`src/rtl/irq_flag_pkg.sv`:
```
package irq_flag_pkg;
  localparam int SRC_N     = 3;   // tick, alarm, update-done
  localparam int FLAG_W    = 8;
  localparam int FIELD_LSB = 4;   // update-done at bit 4, alarm 5, tick 6
  localparam int SUM_POS   = FLAG_W - 1;

  typedef struct packed {
    logic [SRC_N-1:0] setMask;   // [2]=tick [1]=alarm [0]=update-done
    logic             clearAll;
  } flag_strobe_t;
endpackage

```
`src/rtl/irq_flag_ctrl.sv`:
```
module irq_flag_ctrl
  import irq_flag_pkg::*;
(
  input  logic         tickHit,
  input  logic         alarmHit,
  input  logic         updDone,
  input  logic         flagRd,
  output flag_strobe_t strobe
);
  always_comb begin
    strobe.setMask  = {tickHit, alarmHit, updDone};
    strobe.clearAll = flagRd;
  end
endmodule

```
`src/rtl/irq_flag_store.sv`:
```
module irq_flag_store
  import irq_flag_pkg::*;
#(
  parameter int NSRC  = SRC_N,
  parameter int WIDTH = FLAG_W,
  parameter int LSB   = FIELD_LSB
) (
  input  logic             clk,
  input  logic             rstN,
  input  flag_strobe_t     strobe,
  input  logic [NSRC-1:0]  enMask,
  output logic [WIDTH-1:0] flagData,
  output logic             reqPullLow
);
  localparam int TOP = WIDTH - 1;

  logic [NSRC-1:0] flags;
  logic [NSRC-1:0] flagsNext;
  logic            summary;

  genvar i;
  generate
    for (i = 0; i < NSRC; i++) begin : g_src
      // set pulse wins over the clearing read
      assign flagsNext[i] = strobe.setMask[i] | (flags[i] & ~strobe.clearAll);
    end
  endgenerate

  always_ff @(posedge clk) begin
    if (!rstN) flags <= '0;
    else       flags <= flagsNext;
  end

  assign summary = |(flags & enMask);

  always_comb begin
    flagData = '0;
    flagData[TOP] = summary;
    flagData[LSB +: NSRC] = flags;
  end

  assign reqPullLow = summary;
endmodule

```
`src/rtl/irq_flag_unit.sv`:
```
module irq_flag_unit
  import irq_flag_pkg::*;
(
  input  logic        clk,
  input  logic        rstN,
  input  logic        tickHit,
  input  logic        alarmHit,
  input  logic        updDone,
  input  logic        tickEn,
  input  logic        alarmEn,
  input  logic        updEn,
  input  logic        flagRd,
  output logic [7:0]  flagData,
  output logic        reqPullLow
);
  flag_strobe_t strobe;

  irq_flag_ctrl u_ctrl (
    .tickHit (tickHit),
    .alarmHit(alarmHit),
    .updDone (updDone),
    .flagRd  (flagRd),
    .strobe  (strobe)
  );

  irq_flag_store #(
    .NSRC (SRC_N),
    .WIDTH(FLAG_W),
    .LSB  (FIELD_LSB)
  ) u_store (
    .clk       (clk),
    .rstN      (rstN),
    .strobe    (strobe),
    .enMask    ({tickEn, alarmEn, updEn}),
    .flagData  (flagData),
    .reqPullLow(reqPullLow)
  );
endmodule

```
`config.mk`:
```
export PLATFORM = sky130hd
export DESIGN_NAME = irq_flag_unit
export DESIGN_NICKNAME = d
export VERILOG_FILES = /design/src/rtl/irq_flag_pkg.sv /design/src/rtl/irq_flag_ctrl.sv /design/src/rtl/irq_flag_store.sv /design/src/rtl/irq_flag_unit.sv
export SDC_FILE = /design/constraint.sdc
export NUM_CORES = 1
export LEC_CHECK = 0
export CELL_PAD_IN_SITES_DETAIL_PLACEMENT = 1
export CELL_PAD_IN_SITES_GLOBAL_PLACEMENT = 2
export CORE_MARGIN = 3
export CORE_UTILIZATION = 11
export CTS_CLUSTER_DIAMETER = 200
export CTS_CLUSTER_SIZE = 20
export DETAILED_ROUTE_END_ITERATION = 8
export PLACE_DENSITY_LB_ADDON = 0.1
export SLEW_MARGIN = 40
export SYNTH_ARGS = -nofsm -noshare
export SYNTH_HDL_FRONTEND = slang
export SYNTH_SLANG_ARGS = --single-unit
```
`constraint.sdc`:
```
create_clock -name clk -period 2.8 [get_ports clk]
set_input_delay 0.56 -clock clk [delete_from_list [all_inputs] [get_ports clk]]
set_output_delay 0.56 -clock clk [all_outputs]
set_load 0.05 [all_outputs]
```
; ---- After elaboration in Yosys (flattened, before gate mapping)
; Index checks and enable logic that the tools add are counted.
[word_totals]
regBits = 3
rom_bits = 0
latch_bits = 0
mem_count = 0
mem_bits_rw = 0
input_bits = 9
out_inout_bits = 9
[op_classes]
n_addsub = 0
bitwise = 8
n_lt_le_gt_ge = 0
eq_ne = 0
n_shift = 0
mux = 0
div = 0
mul = 0
reduce_logical = 1
[op_table]
columns = operator, count
row1 = $and 1x1->1, 3
row2 = $and 3x3->3, 1
row3 = $or 1x1->1, 3
row4 = $reduce_or 3->1, 1
row5 = $not 1->1, 1

; ---- Longest topological paths before layout
; Gate-level depths: netlist of the first run.
[depth]
ltp_word = 3
depth_mapped = 3
ltp_nobuf = 2

; ---- Cells and area by module
; Synthesis of the first run repeated with hierarchy kept, for this count alone.
[unflattened]
hier_cells = 21
area_unflattened_um2 = 186.4
[by_module_without_submodules]
columns = mod, seq_area_each_um2, n_inst, cells_per_inst, area_each_um2
row1 = irq_flag_store, 60.1, 1, 17, 156.4
row2 = irq_flag_ctrl, 0.0, 1, 4, 30.0

; ---- Least setup slack after synthesis of the first run
; OpenSTA, ideal clock, no wires.
[synth_timing]
path_type = register -> output
start = reg u_store.flags[2]
end = out flagData[7]
setup_slack_ps = 783
path_buffers = 1
stages_incl_launch_ff = 4
arrival_ps = 1457
cell_sequence = dfxtp_1 > a222oi_1 > inv_1 > buf_4
[synth_via]
elab_chain_len = 2
[synth_lines]
columns = item, line_no
row1 = "start, declared", irq_flag_store.sv:17  ; logic [NSRC-1:0] flags;
row2 = "start signal, assigned", irq_flag_store.sv:31  ; else flags <= flagsNext;
row3 = $and 3x3->3, irq_flag_store.sv:34  ; assign summary = |(flags & enMask);
row4 = $reduce_or 3->1, irq_flag_store.sv:34
row5 = "end, declared", irq_flag_unit.sv:13  ; output logic [7:0] flagData,
; Every way passes these cells.

; ---- Final worst setup path of the first run
[layout_timing]
start = in tickEn
end = out reqPullLow
[layout_via]
elab_chain_len = 2
[layout_lines]
columns = item, line_no
row1 = "start, declared", irq_flag_unit.sv:9  ; input logic tickEn,
row2 = $and 3x3->3, irq_flag_store.sv:34
row3 = $reduce_or 3->1, irq_flag_store.sv:34
row4 = "end, declared", irq_flag_unit.sv:14  ; output logic reqPullLow
; Every way passes these cells.

==> results of run 1 <==
[logic make-up (layout without fill, tap and decap cells)]
logic type,count (synthesis),count (layout)
buf+inv,6,18
other cells,1,4
compound gates,4,4
simple gates,3,3
flops,3,3
[cells in the final DEF (no fill, tap or decap), drive strengths merged]
cell type,instances
clkbuf,4
clkdlybuf4s50,11
nor2b,3
o21a,3
dfxtp,3
conb,4
buf,2
inv,1
a222oi,1
[metal layers]
metal / up-vias / wire (um) / share of wire, % / track usage [%]
li1: 76 / - / - / -
met1: 71 / 182 / 40 / 6.10
met2: 14 / 196 / 43 / 6.69
met3: 0 / 76 / 17 / 3.32
met4: 0 / 0 / 0 / 7.23
met5: - / 0 / 0 / 0
[stage by stage]
step / power (W) / cell area [um2] / util (%) / worst slack, ns / hold slack [ns]
final: 0.000184 / 299 / 24.6 / 0.653 / 0.605
after global routing: 0.000192 / 299 / 24.6 / 0.557 / 0.675
after CTS: 0.000189 / 299 / 24.6 / 0.609 / 0.623
after detailed placement: 0.000110 / 273 / 22.4 / 0.604 / 0.613
after global placement: 0.000109 / 273 / 22.4 / 0.684 / 0.598
after floorplan: 0.0000924 / 168 / - / 0.783 / 0.678
[power groups by stage]
stage / registers [W] / clock network [W] / logic [W]
floorplan: 0.0000579 / 0 / 0.0000345
global placement: 0.0000487 / 0 / 0.0000605
detailed placement: 0.0000489 / 0 / 0.0000607
CTS: 0.0000483 / 0.0000798 / 0.0000608
global route: 0.0000487 / 0.0000804 / 0.0000630
finish: 0.0000481 / 0.0000755 / 0.0000603
[path summary, 6_finish.rpt]
kind | startpoint | end
worst max-delay path | tickEn | reqPullLow
worst max register to register | u_store.flags[0] | u_store.flags[0]
worst min register to register | u_store.flags[2] | u_store.flags[2]
worst min-delay path | u_store.flags[2] | u_store.flags[2]
[worst max-delay path, cell delays in order]
cell	delay, ns
clkdlybuf4s50_1	0.40
a222oi_1	0.33
inv_1	0.10
buf_4	0.20
[cell type report]
cell class / count / area share [%]
inverter: 1 / 1.26
tap: 14 / 5.86
clock buffer: 4 / 8.79
multi-input combinational: 11 / 22.2
sequential: 3 / 20.1
timing repair buffer: 13 / 41.8
==> run metrics, run 1 <==
syn avg cell area ~9.2 um2; drt first pass iters 4; critical path class in -> out; R2R cell count 2; dpl hpwl between 300 and 400 um; CTS tree built; Rel. slew slack 66.8%; Hold Path Class reg -> reg; Worst EP arrival approximately 1.6 ns; Logic pwr share 32.8%; Cells after DPL between 40 and 50; initial antenna violation count 0; final period demand of the worst path about 2.1 ns; sequential share of the synthesized area 38.4%; Vias/cell roughly 3.5; Power Density 615 nW/um2; diode count 0; Lkg Pwr roughly 0.13 nW; Synth Area in Simple Gates between 10% and 20%; top-count cell post-synth buf_4; Cells after Synth 17; number of global-route vias before repair about 170; max FFs per register 3; post-synth top area cell dfxtp_1; Worst-Skew Late Latency 0.23 ns; Ports 18; FP Rows 12; prevailing post-synth register cell dfxtp_1; post-synthesis compound-gate area fraction slightly above 20%; Clock Skew 0 ns; Cell Area, Synth ~160 um2; Synth top area share between 30% and 40%; Crit. End Element output port; H-tree depth 1; multi-input combinational cell area between 60 and 70 um2; DRC viols 0; fin cells 46; postcts setup bufs 0; ys async rst share 0%; first-pass GRT wire length just over 700 um; EDFF count, synth 0; IO Port Bufs 13; layout overhead on the synthesized area 91.2%; Final Cycle Share 76.7%; Overflow after GRT 0; share of cells above drive strength 1 roughly 16%; final hold violations 0; top post-synthesis cells by count buf_4, dfxtp_1, nor2b_1, o21a_1; sum of negative setup slack 0 ns; pin count of the biggest net entering global routing 4; fmax between 400 and 500 MHz; synth top area cells dfxtp_1, buf_4, o21a_1; Post-Synth XOR/XNOR Area 0%; switching share of power 34.3%; reg-to-reg slack, setup between 2 and 2.5 ns; post-synthesis cell type count 7; worst-path maximum fanout 2; Clk network pwr share between 40% and 50%; Net Sw Power 0.0000631 W; Most flops, register u_store.flags; Critical Path RT around 2.2 ns; status finished, final reports clean; 1st-iter DRT viols 2; worst hold stages 2; RSZ-0062 raised after global routing false; Initial Util 12.9%; largest family of logic cells by synthesized area buffers and inverters; max cap viols 0; routed wire length 455 um; Fillers 150; CTS Buf Count 3; final net count between 40 and 50; die height around 44 um; cell-internal power 0.000121 W; routed via count ~160; worst-case clock buffer depth 2; Reg power frac 26.2%; post-CTS sizing 0; Clock Tree Root clkbuf_4; Pins Over Slew Limit 0; CTS sink count 3; VDD IR max around 0.14 mV; Synth Register Bits 3; Slew @ Worst Pin 0.497 ns; width of the die roughly 44 um; Ys Warns 0; DRT antenna net count 0; clock slew at reported path FFs about 0.04 ns; Worst setup SP type input pin; die footprint ~1900 um2; Synth Area in Adders 0%; Setup Viol. Count Final 0; core box area ~1200 um2; gpl congestion just over 0.6; Wirelength per Cell roughly 9.9 um; register area around 60 um2; total track usage between 5 and 6%; CTS hold repair buffers 0; Largest regs u_store.flags (3); post-synthesis mux area share 0%
Power figures use the tool's default switching activity.
==> inputs of run 2 (changes only) <==
--- a/config.mk
+++ b/config.mk
@@ -8,7 +8,7 @@
 export CELL_PAD_IN_SITES_DETAIL_PLACEMENT = 1
 export CELL_PAD_IN_SITES_GLOBAL_PLACEMENT = 2
 export CORE_MARGIN = 3
-export CORE_UTILIZATION = 11
+export CORE_UTILIZATION = 10
 export CTS_CLUSTER_DIAMETER = 200
 export CTS_CLUSTER_SIZE = 20
 export DETAILED_ROUTE_END_ITERATION = 8
==> constraint.sdc (replaced) <==
create_clock -name clk -period 2 [get_ports clk]
set_input_delay 0.4 -clock clk [delete_from_list [all_inputs] [get_ports clk]]
set_output_delay 0.4 -clock clk [all_outputs]
set_load 0.05 [all_outputs]
==> run 2 against run 1 <==
Global-route usage down 0.063 points; clock skew did not move; critical path depth did not move; die area rose by 8.6%; total power is 40% higher; cell area grew 0.42%; worst hold slack better by 0.0056 ns; worst setup slack worse by 0.45 ns; combinational power is 40% higher; sequential power rose by 40%; clock-buffer cell count is the same; non-clock buffer count stayed put; largest cell class unchanged.
==> run metrics, run 2 (same netlist as run 1, synthesis figures left out) <==
die footprint 2070 um2 (+8.6%); Power Density 860 nW/um2 (+40%); worst-path maximum fanout 2 (unchanged); die height 45.5 um (+4.2%); first-pass GRT wire length 717 um (unchanged); drt first pass iters 4 (unchanged); max FFs per register 3 (unchanged); final net count 42 (unchanged); routed wire length 457 um (+0.44%); Final Cycle Share ~90%; most frequent cells in the layout clkdlybuf4s50_1, conb_1; share of cells above drive strength 1 15.6% (unchanged); multi-input combinational cell area 66.3 um2 (unchanged); FP Rows 13 (+1); IO Port Bufs 13 (unchanged); sum of negative setup slack 0 ns (unchanged); Worst setup SP type input pin; Ports 18 (unchanged); Most flops, register u_store.flags; diode count 0 (unchanged); critical path class in -> out; DRC viols 0 (unchanged); clock slew at reported path FFs 0.04 ns (about the same); status finished, final reports clean; initial antenna violation count 0 (unchanged); 1st-iter DRT viols 4 (+2); Largest regs u_store.flags (3); number of global-route vias before repair 170 (-1.7%); Clock Tree Root clkbuf_4; Layout Utilization 21.7% (-2.9 points); gpl congestion 0.637 (+3.5%); Setup Viol. Count Final 0 (unchanged); max cap viols 0 (unchanged); Vias/cell 3.49 (-0.30%); Lkg Pwr 0.128 nW (unchanged); Worst EP arrival 1.40 ns (-0.19 ns); H-tree depth 1 (unchanged); DRT antenna net count 0 (unchanged); Clock Skew 0 ns (unchanged); register area 60.1 um2 (unchanged); Fillers 167 (+11%); worst-case clock buffer depth 2 (unchanged); Critical Path RT 1.60 ns (-0.64 ns); post-CTS sizing 0 (unchanged); RSZ-0062 raised after global routing false; core box area 1380 um2 (+14%); CTS tree built; routed via count 164 (+1.9%); worst hold stages 2 (unchanged); Crit. End Element output port; fmax 556 MHz; width of the die 45.5 um (+4.2%); layout overhead on the synthesized area 92.0%; Pins Over Slew Limit 0 (unchanged); total track usage 5.62% (-0.063 points); R2R cell count 2 (unchanged); CTS Buf Count 3 (unchanged); CTS sink count 3 (unchanged); final hold violations 0 (unchanged); pin count of the biggest net entering global routing 4 (unchanged); postcts setup bufs 0 (unchanged); Worst-Skew Late Latency 0.23 ns (about the same); final period demand of the worst path around 1.8 ns; Hold Path Class reg -> reg; Overflow after GRT 0 (unchanged); CTS hold repair buffers 0 (unchanged); commonest non-fill, non-tap cell in the layout clkdlybuf4s50_1; VDD IR max 0.188 mV (+33%); Initial Util 11.3% (-1.5 points); Wirelength per Cell 9.72 um (-1.7%)
run 2: cell counts in the layout (fill, tap and decap cells not counted):
No cell type changed its count.
run 2: final timing paths:
path                          from                to  slack [ns]
hold reg to reg   u_store.flags[1]  u_store.flags[1]        0.61
setup reg to reg  u_store.flags[0]  u_store.flags[0]        1.28
hold / removal    u_store.flags[1]  u_store.flags[1]        0.61
setup / recovery            tickEn        reqPullLow        0.20
run 2: routing by layer:
layer | vias to the layer above | global-route usage (%) | wire length, um
met5 | - | 0 | 0
met3 | 0 | 6.32 | 101
met1 | 70 | 4.92 | 160
met2 | 17 | 7.52 | 195
met4 | 0 | 3.51 | 0
li1 | 77 | - | -
run 2: worst max-delay path, cell delays in order:
cell	delay [ns]
clkdlybuf4s50_1	0.40
a222oi_1	0.31
inv_1	0.09
buf_4	0.20
run 2: where the power goes:
group          internal, W  switching [W]
logic            0.0000303      0.0000542
clock network    0.0000748      0.0000316
registers        0.0000642     0.00000300
run 2: layout make-up:
cell class	instances	area share, %
repair buffers	13	41.7
multi-input cells	11	22.1
flip-flops and latches	3	20.0
clock buffers	4	8.75
well taps	15	6.25
inverters	1	1.25
run 2: per-stage QoR:
step | hold slack, ns | std cells | cell area, um2 | setup slack, ns | total power, W
2_1_floorplan | 0.518 | 20 | 168 | 0.143 | 0.000129
3_3_place_gp | 0.605 | 43 | 274 | 0.208 | 0.000153
3_5_place_dp | 0.603 | 43 | 274 | 0.199 | 0.000153
4_1_cts | 0.623 | 47 | 300 | 0.187 | 0.000265
5_1_grt | 0.647 | 47 | 300 | 0.123 | 0.000275
6_report | 0.611 | 47 | 300 | 0.200 | 0.000258
==> inputs of run 3 (changes only) <==
--- a/config.mk
+++ b/config.mk
@@ -7,7 +7,7 @@
 export LEC_CHECK = 0
 export CELL_PAD_IN_SITES_DETAIL_PLACEMENT = 1
 export CELL_PAD_IN_SITES_GLOBAL_PLACEMENT = 2
-export CORE_MARGIN = 3
+export CORE_MARGIN = 2
 export CORE_UTILIZATION = 10
 export CTS_CLUSTER_DIAMETER = 200
 export CTS_CLUSTER_SIZE = 20
==> run 3 against run 2 <==
Sequential share of layout area shrank 0.083 points; via count shrank 3.0%; critical path depth shrank 3; clock power is essentially flat; non-clock buffer count is the same; total power shrank 0.11%.
==> run metrics, run 3 (same netlist as run 1, synthesis figures left out) <==
VDD IR max 0.241 mV (+29%); postcts setup bufs 0 (unchanged); DRC viols 0 (unchanged); core box area 1490 um2 (+7.7%); final hold violations 0 (unchanged); WL met2 188 um (-3.6%); cell-internal power 0.000169 W (about the same); die height 43.5 um (-4.4%); drt first pass iters 2 (-2); Power Density 855 nW/um2 (-0.52%); CTS Buf Count 3 (unchanged); gpl congestion 0.623 (-2.3%); DP Worst Slack 0.212 ns (+0.0122 ns); Critical-path top delay cell clkdlybuf4s50_1; width of the die 43.5 um (-4.4%); max cap viols 0 (unchanged); family with the most delay on the worst path buffers and inverters; Vias/cell 3.31 (-5.1%); H-tree depth 1 (unchanged); Rel. slew slack between 60 and 70%; Crit. End Element output port; CP bufs+invs 1 (-2); Pins Over Slew Limit 0 (unchanged); final net count 42 (unchanged); met3 WL post-DR 67 um (-34%); Ports 18 (unchanged); top routing layer used met3; diode count 0 (unchanged); Hold Path Class reg -> reg; Worst setup SP type flop; fmax 552 MHz (-0.60%); Wirelength per Cell 9.06 um (-6.8%); Logic pwr share 32.8% (about the same); post-CTS sizing 0 (unchanged); RSZ-0062 raised after global routing false; layout overhead on the synthesized area 92.8%; Worst EP arrival 1.41 ns (about the same); Critical Path RT 1.60 ns (about the same); FP Rows 14 (+1); IO Port Bufs 13 (unchanged); switching share of power 34.3% (-0.059 points); worst-path maximum fanout 3 (+1); sum of negative setup slack 0 ns (unchanged); met1 wire length 179 um (+12%); die footprint 1900 um2 (-8.6%); Setup Viol. Count Final 0 (unchanged); worst hold slack 0.604 ns (-0.00632 ns); Slew @ Worst Pin 0.501 ns; clock slew at reported path FFs 0.04 ns (about the same); Most flops, register u_store.flags; Net Sw Power 0.0000885 W (-0.28%); Final Cycle Share 90.5% (+0.54 points); final period demand of the worst path 1.81 ns (+0.0108 ns); Reg power frac 26.1% (about the same); most frequent cells in the layout clkdlybuf4s50_1, conb_1; Lkg Pwr 0.128 nW (unchanged); Clock Tree Root clkbuf_4; 1st-iter DRT viols 2 (-2); critical path class reg -> out; CTS tree built; Clock Skew 0 ns (unchanged); final setup margin 0.190 ns (-0.0108 ns); max incr delay on CP 0.82 ns (+0.42 ns); commonest non-fill, non-tap cell in the layout clkdlybuf4s50_1; worst-case clock buffer depth 2 (unchanged); routed via count 159 (-3.0%); Clk network pwr share 41.2% (about the same); reg-to-reg slack, setup 1.28 ns (about the same); CTS hold repair buffers 0 (unchanged); max FFs per register 3 (unchanged); status finished, final reports clean; total track usage 5.69% (+0.070 points); CTS sink count 3 (unchanged); routed wire length 435 um (-4.8%); DRT antenna net count 0 (unchanged); Worst-Skew Late Latency 0.23 ns (about the same); pin count of the biggest net entering global routing 4 (unchanged); number of global-route vias before repair 180 (+5.9%); first-pass GRT wire length 690 um (-3.8%); Fillers 180 (+7.8%); Pwr Total 0.000258 W (-0.11%); Largest regs u_store.flags (3); initial antenna violation count 0 (unchanged); Initial Util 10.5% (-0.81 points); Overflow after GRT 0 (unchanged); CP Cell Sequence clkdlybuf4s50_1; share of cells above drive strength 1 15.6% (unchanged)
run 3: cell counts in the layout (fill, tap and decap cells not counted):
Identical to the previous run, type by type.
run 3: cell type report:
type	instances	area [um2]	area share, %
flip-flops and latches	3	60.1	19.9
clock buffers	4	26.3	8.71
repair buffers	13	125	41.5
inverters	1	3.75	1.24
well taps	16	20.0	6.64
multi-input cells	11	66.3	22.0
run 3: final timing paths:
kind,start,end,depth (start not counted)
max reg2reg,u_store.flags[0],u_store.flags[0],2
max,u_store.flags[0],flagData[4],1
min,u_store.flags[1],u_store.flags[1],2
min reg2reg,u_store.flags[1],u_store.flags[1],2
run 3: layer usage:
layer	global-route usage, %	up-vias
met5	0	-
li1	-	76
met2	7.35	12
met4	5.45	0
met3	4.58	0
met1	5.54	71
run 3: per-stage QoR:
stage	utilization [%]	instances	instance area [um2]
floorplan	-	20	168
global placement	18.5	44	275
detailed placement	18.5	44	275
CTS	20.3	48	302
global route	20.3	48	302
finish	20.3	48	302
run 3: power by group through the flow:
stage | clock network, W | registers [W] | logic [W]
5_1_grt | 0.000119 | 0.0000680 | 0.0000880
3_5_place_dp | 0 | 0.0000682 | 0.0000847
6_report | 0.000106 | 0.0000672 | 0.0000845
3_3_place_gp | 0 | 0.0000684 | 0.0000846
2_1_floorplan | 0 | 0.0000811 | 0.0000482
4_1_cts | 0.000114 | 0.0000674 | 0.0000851
